$ cat src/rtl/alu_pkg.sv
package alu_pkg;
  localparam int unsigned CTRL_W = 5;

  typedef enum logic [1:0] {
    FC_UPPER = 2'b00,
    FC_LESS  = 2'b01,
    FC_ARITH = 2'b10,
    FC_LOGIC = 2'b11
  } fnClass_e;

  typedef enum logic [1:0] {
    LF_AND = 2'b00,
    LF_OR  = 2'b01,
    LF_XOR = 2'b10,
    LF_NOR = 2'b11
  } logicFn_e;

  typedef struct packed {
    fnClass_e fnClass;
    logicFn_e logicFn;
    logic     subtract;
  } ctrlWord_t;

  typedef struct packed {
    logic     pickUpper;
    logic     pickLess;
    logic     pickArith;
    logic     pickLogic;
    logic     subtract;
    logicFn_e logicFn;
    logic     ovflEnable;
  } strobes_t;
endpackage

$ cat src/rtl/alu_ctrl.sv
module alu_ctrl
  import alu_pkg::*;
(
  input  ctrlWord_t cw,
  output strobes_t  strobes
);
  always_comb begin
    strobes            = '0;
    strobes.subtract   = cw.subtract;
    strobes.logicFn    = cw.logicFn;
    unique case (cw.fnClass)
      FC_UPPER: strobes.pickUpper = 1'b1;
      FC_LESS:  strobes.pickLess  = 1'b1;
      FC_ARITH: begin
        strobes.pickArith  = 1'b1;
        strobes.ovflEnable = 1'b1;
      end
      default:  strobes.pickLogic = 1'b1;
    endcase
  end

  // one source selected for every control word
  always_comb begin
    a_r9_one_source: assert ($countones({strobes.pickUpper, strobes.pickLess,
                                          strobes.pickArith, strobes.pickLogic}) == 1)
      else $error("ALU control selected no source or more than one");
  end
endmodule

$ cat src/rtl/alu_addsub.sv
module alu_addsub #(
  parameter int unsigned WIDTH = 32
) (
  input  logic [WIDTH-1:0] opA,
  input  logic [WIDTH-1:0] opB,
  input  logic             subtract,
  output logic [WIDTH-1:0] sum,
  output logic             signedOvfl,
  output logic             trueNegative
);
  localparam int unsigned MSB = WIDTH - 1;

  logic [WIDTH-1:0] opBEff;

  always_comb begin
    opBEff       = subtract ? ~opB : opB;
    sum          = opA + opBEff + {{(WIDTH-1){1'b0}}, subtract};
    signedOvfl   = (opA[MSB] == opBEff[MSB]) && (sum[MSB] != opA[MSB]);
    trueNegative = sum[MSB] ^ signedOvfl;
  end
endmodule

$ cat src/rtl/alu_logic_unit.sv
module alu_logic_unit
  import alu_pkg::*;
#(
  parameter int unsigned WIDTH = 32
) (
  input  logic [WIDTH-1:0] opA,
  input  logic [WIDTH-1:0] opB,
  input  logicFn_e         fn,
  output logic [WIDTH-1:0] out
);
  always_comb begin
    unique case (fn)
      LF_AND:  out = opA & opB;
      LF_OR:   out = opA | opB;
      LF_XOR:  out = opA ^ opB;
      default: out = ~(opA | opB);
    endcase
  end
endmodule

$ cat src/rtl/alu_datapath.sv
module alu_datapath
  import alu_pkg::*;
#(
  parameter int unsigned WIDTH = 32
) (
  input  logic [WIDTH-1:0] x,
  input  logic [WIDTH-1:0] y,
  input  strobes_t         strobes,
  output logic [WIDTH-1:0] result,
  output logic             ovfl,
  output logic             zero
);
  localparam int unsigned HALF = WIDTH / 2;

  logic [WIDTH-1:0] sum;
  logic [WIDTH-1:0] logicOut;
  logic [WIDTH-1:0] upperOut;
  logic             addOvfl;
  logic             lessBit;

  alu_addsub #(.WIDTH(WIDTH)) u_addsub (
    .opA(x), .opB(y), .subtract(strobes.subtract),
    .sum(sum), .signedOvfl(addOvfl), .trueNegative(lessBit)
  );

  alu_logic_unit #(.WIDTH(WIDTH)) u_logic (
    .opA(x), .opB(y), .fn(strobes.logicFn), .out(logicOut)
  );

  always_comb begin
    upperOut = {y[HALF-1:0], {(WIDTH-HALF){1'b0}}};
    result   = '0;
    if (strobes.pickUpper) result = upperOut;
    if (strobes.pickLess)  result = {{(WIDTH-1){1'b0}}, lessBit};
    if (strobes.pickArith) result = sum;
    if (strobes.pickLogic) result = logicOut;
    ovfl = addOvfl & strobes.ovflEnable;
    zero = (result == '0);
  end

  always_comb begin
    // no overflow outside the arithmetic class
    a_r3_no_overflow: assert (strobes.pickArith || !ovfl)
      else $error("overflow raised outside arithmetic class");
    // compare results occupy bit 0 only
    a_r4_less_single_bit: assert (!strobes.pickLess || result[WIDTH-1:1] == '0)
      else $error("compare result has upper bits set");
    // upper placement clears the low half and copies y low half
    a_r7_upper_place: assert (!strobes.pickUpper ||
                              (result[HALF-1:0] == '0 && result[WIDTH-1:HALF] == y[HALF-1:0]))
      else $error("upper immediate misplaced");
    // equal operands subtracted give a zero flag
    a_r8_equal_sub_zero: assert (!(strobes.pickArith && strobes.subtract && x == y) || zero)
      else $error("x-x did not raise zero");
    // adding zero passes x through
    a_r1_add_identity: assert (!(strobes.pickArith && !strobes.subtract && y == '0) || result == x)
      else $error("x+0 differs from x");
  end
endmodule

$ cat src/rtl/alu32.sv
module alu32
  import alu_pkg::*;
#(
  parameter int unsigned WIDTH = 32
) (
  input  logic [WIDTH-1:0]  x,
  input  logic [WIDTH-1:0]  y,
  input  logic [CTRL_W-1:0] ctrlWord,
  output logic [WIDTH-1:0]  result,
  output logic              ovfl,
  output logic              zero
);
  strobes_t strobes;

  alu_ctrl u_ctrl (
    .cw(ctrlWord_t'(ctrlWord)),
    .strobes(strobes)
  );

  alu_datapath #(.WIDTH(WIDTH)) u_datapath (
    .x(x), .y(y), .strobes(strobes),
    .result(result), .ovfl(ovfl), .zero(zero)
  );
endmodule

$ cat config.mk
export PLATFORM = sky130hd
export DESIGN_NAME = alu32
export DESIGN_NICKNAME = d
export VERILOG_FILES = /design/src/rtl/alu_pkg.sv /design/src/rtl/alu_ctrl.sv /design/src/rtl/alu_addsub.sv /design/src/rtl/alu_logic_unit.sv /design/src/rtl/alu_datapath.sv /design/src/rtl/alu32.sv
export SDC_FILE = /design/constraint.sdc
export NUM_CORES = 1
export LEC_CHECK = 0
export ABC_AREA = 1
export BUFFER_PORTS_ARGS = -buffer_cell sky130_fd_sc_hd__buf_4
export CORE_MARGIN = 1
export CORE_UTILIZATION = 44
export DETAILED_ROUTE_END_ITERATION = 12
export PLACE_DENSITY_LB_ADDON = 0.15
export SLEW_MARGIN = 20
export SYNTH_ARGS = -nofsm -noshare
export SYNTH_HDL_FRONTEND = slang
export SYNTH_SLANG_ARGS = --single-unit
$ cat constraint.sdc
create_clock -name vclk -period 7.2
set_input_delay 0 -clock vclk [all_inputs]
set_output_delay 0 -clock vclk [all_outputs]
set_load 0.01 [all_outputs]
==> metrics.cfg <==
[outcome]
status = finished, final reports clean

[final_layout]
antenna_cells = 0
area_growth_pct = 17.8
layout_commonest_cell = nand2_1
drive_gt1_share_pct = 16.5
regArea_um2 = 0
final_core_util_pct = 53.1
fin_nets = 1189
seq_cells = 0
final_cell_mix = nand2_1 (325), inv_1 (175), buf_4 (109)
nClkBuffers = 0

[die]
die_w_um = 110
die_area_um2 = 12100
rows = 39
die_y_um = 110
start_util_pct = 45.1
core-area_um2 = 11400
top_level_ports = 103

[routing]
wirelength_um = 16700
dr.pass1.iters = 5
vias = 5949
viasPerCell = 5.11
first_iter_violations = 434
antenna_left = 0
post_drt_wl_per_cell_um = 14.4
drc = 0

[critical_path]
critical-path-max-stage-delay_ns = 0.45
path_class = in2out
crit_chain = buf_4 > nand2_1 > nand2_2 > inv_1 > fa_1 > inv_1 > nand3_1 > nand3_1 > nand2_1 > nand3_1 > nand3_1 > nand3_1 > nand2_1 > nand3_1 > nand2_1 > inv_1 > nand2_1 > nor2_1 > nand3_1 > nor2_1 > buf_4
end_kind = primary output
critPathRequiredTime_ns = 7.20
crit_fanout = 32
critPathArrivalTime_ns = 2.99
critPathLaunchType = primary input
cpMostUsedCell = nand3_1
crit_slowest_cell = buf_4

[sta]
period_needed_ns = 2.99
worst_pin_slew_ns = 0.565
setup-tns-final_ns = 0
setup_viol = 0
period_share_pct = 41.5
drv_slew = 0
holdWs_ns = 0.367
slew_headroom_pct = 62.3
max_freq_mhz = 335
hold_viol = 0
rsz0062_at_grt = no

[placed_design]
dp_hpwl_um = 13900
place.gp.congestion = 0.956
port_buffers = 103

[global_routing]
grt_overflow_total = 0
antenna_found_initial = 0
grt_util_all_layers_pct = 28.1
grt_max_degree = 33
grt_pass1_vias = 5245
grt_pass1_wl_um = 26500

[pwr]
p_switching_uw = 340
switching_share_pct = 62.3
peakVddDrop_mv = 0.0444
p_leak_nw = 3.62
p_comb_share_pct = 100.0
power.internal_uw = 206
pwr-share-seq_pct = 0
pwr_density_cell_nw_per_um2 = 90.4
clkPwrFrac_pct = 0

[clocking]
cts_setup_buffers = 0
hold_buffers = 0
cts-resized-gates = 0

[min_path]
hold_depth = 4
worstHoldStart = y[6]
worstHoldEndpoint = result[22]
hold_path.class = in2out

[logic_synthesis]
netlist_area_um2 = 5130
yosys_warnings = 0
syn_inst = 934
ys_types = 40
seq_area_frac_synth_pct = 0
synth_nets = 1099
avgSynthCellArea_um2 = 5.49

[job]
maxCapViolations = 0

[how the worst max path moves through the flow]
stage,start,endpoint,cells after the start
floorplan,ctrlWord[0],zero,19
global placement,ctrlWord[0],zero,21
detailed placement,ctrlWord[0],zero,21
CTS,ctrlWord[0],zero,21
global route,ctrlWord[0],zero,21
finish,ctrlWord[0],zero,21
[final cells by class]
type               instances  area (um^2)
repair buffers           109          818
multi-input cells        732         4360
fillers                 1255         5330
well taps                143          179
inverters                181          679
[power groups by stage]
| stage | clock [mW] | combinational, mW | sequential (mW) |
|---|---|---|---|
| floorplan | 0 | 0.358 | 0 |
| global placement | 0 | 0.540 | 0 |
| detailed placement | 0 | 0.541 | 0 |
| CTS | 0 | 0.543 | 0 |
| global route | 0 | 0.609 | 0 |
| finish | 0 | 0.546 | 0 |
[layer usage]
metal | wire length [um] | up-vias | track usage [%]
li1 | - | 3127 | -
met1 | 7700 | 2630 | 37.4
met2 | 7900 | 178 | 50.9
met3 | 885 | 14 | 0.830
met4 | 259 | 0 | 3.90
met5 | 0 | - | 0
[through the flow]
stage	area (um^2)	worst slack, ns	cells	total power, mW
2_1_floorplan	5130	4.79	934	0.358
3_3_place_gp	6040	4.25	1165	0.540
3_5_place_dp	6040	4.28	1165	0.541
4_1_cts	6040	4.26	1165	0.543
5_1_grt	6040	4.01	1165	0.609
6_report	6040	4.21	1165	0.546
[worst max-delay path, delay by kind of cell]
family                   cells  cell delay, ns
adder cells (fa/ha/maj)      1            0.39
AND/OR/NAND/NOR             15            1.75
buffers and inverters        5            0.84
[synthesized netlist by cell type]
cell	instances	area share, %
nand2_4	1	0.22
a21oi_2	3	0.51
nor3_2	1	0.20
a211oi_1	1	0.15
clkinv_1	1	0.073
buf_4	1	0.15
nor2_1	61	4.5
and2_1	2	0.24
nand3b_1	5	0.73
o21ai_1	2	0.20
nand4_1	8	0.98
buf_1	1	0.073
nand3_1	46	4.5
nor2_2	15	1.8
xor2_1	30	5.1
a21oi_1	25	2.4
nand3_2	7	1.4
a22oi_1	11	1.6
o21ai_0	20	2.0
nor3_1	1	0.098
or2_2	1	0.12
a22o_1	1	0.17
inv_1	175	13
buf_2	7	0.68
nand3b_2	1	0.22
clkbuf_1	12	0.88
o211ai_1	2	0.29
a21boi_0	1	0.15
ha_1	95	23
nor2_4	3	0.66
a221oi_1	5	0.85
fa_1	1	0.39
nand2_2	21	2.6
xnor2_1	3	0.51
o21bai_1	3	0.44
and3_1	1	0.12
inv_2	5	0.37
nand2_1	325	24
o2111ai_1	25	4.3
o22ai_1	5	0.61
[cell families after synthesis]
family                   share of synthesized area [%]
AND/OR/NAND/NOR                                   42.1
XOR/XNOR                                          5.64
adder cells (fa/ha/maj)                           23.6
AO/OA/AOI/OAI                                     13.6
buffers and inverters                             15.0
(Power assumes the default switching activity.)
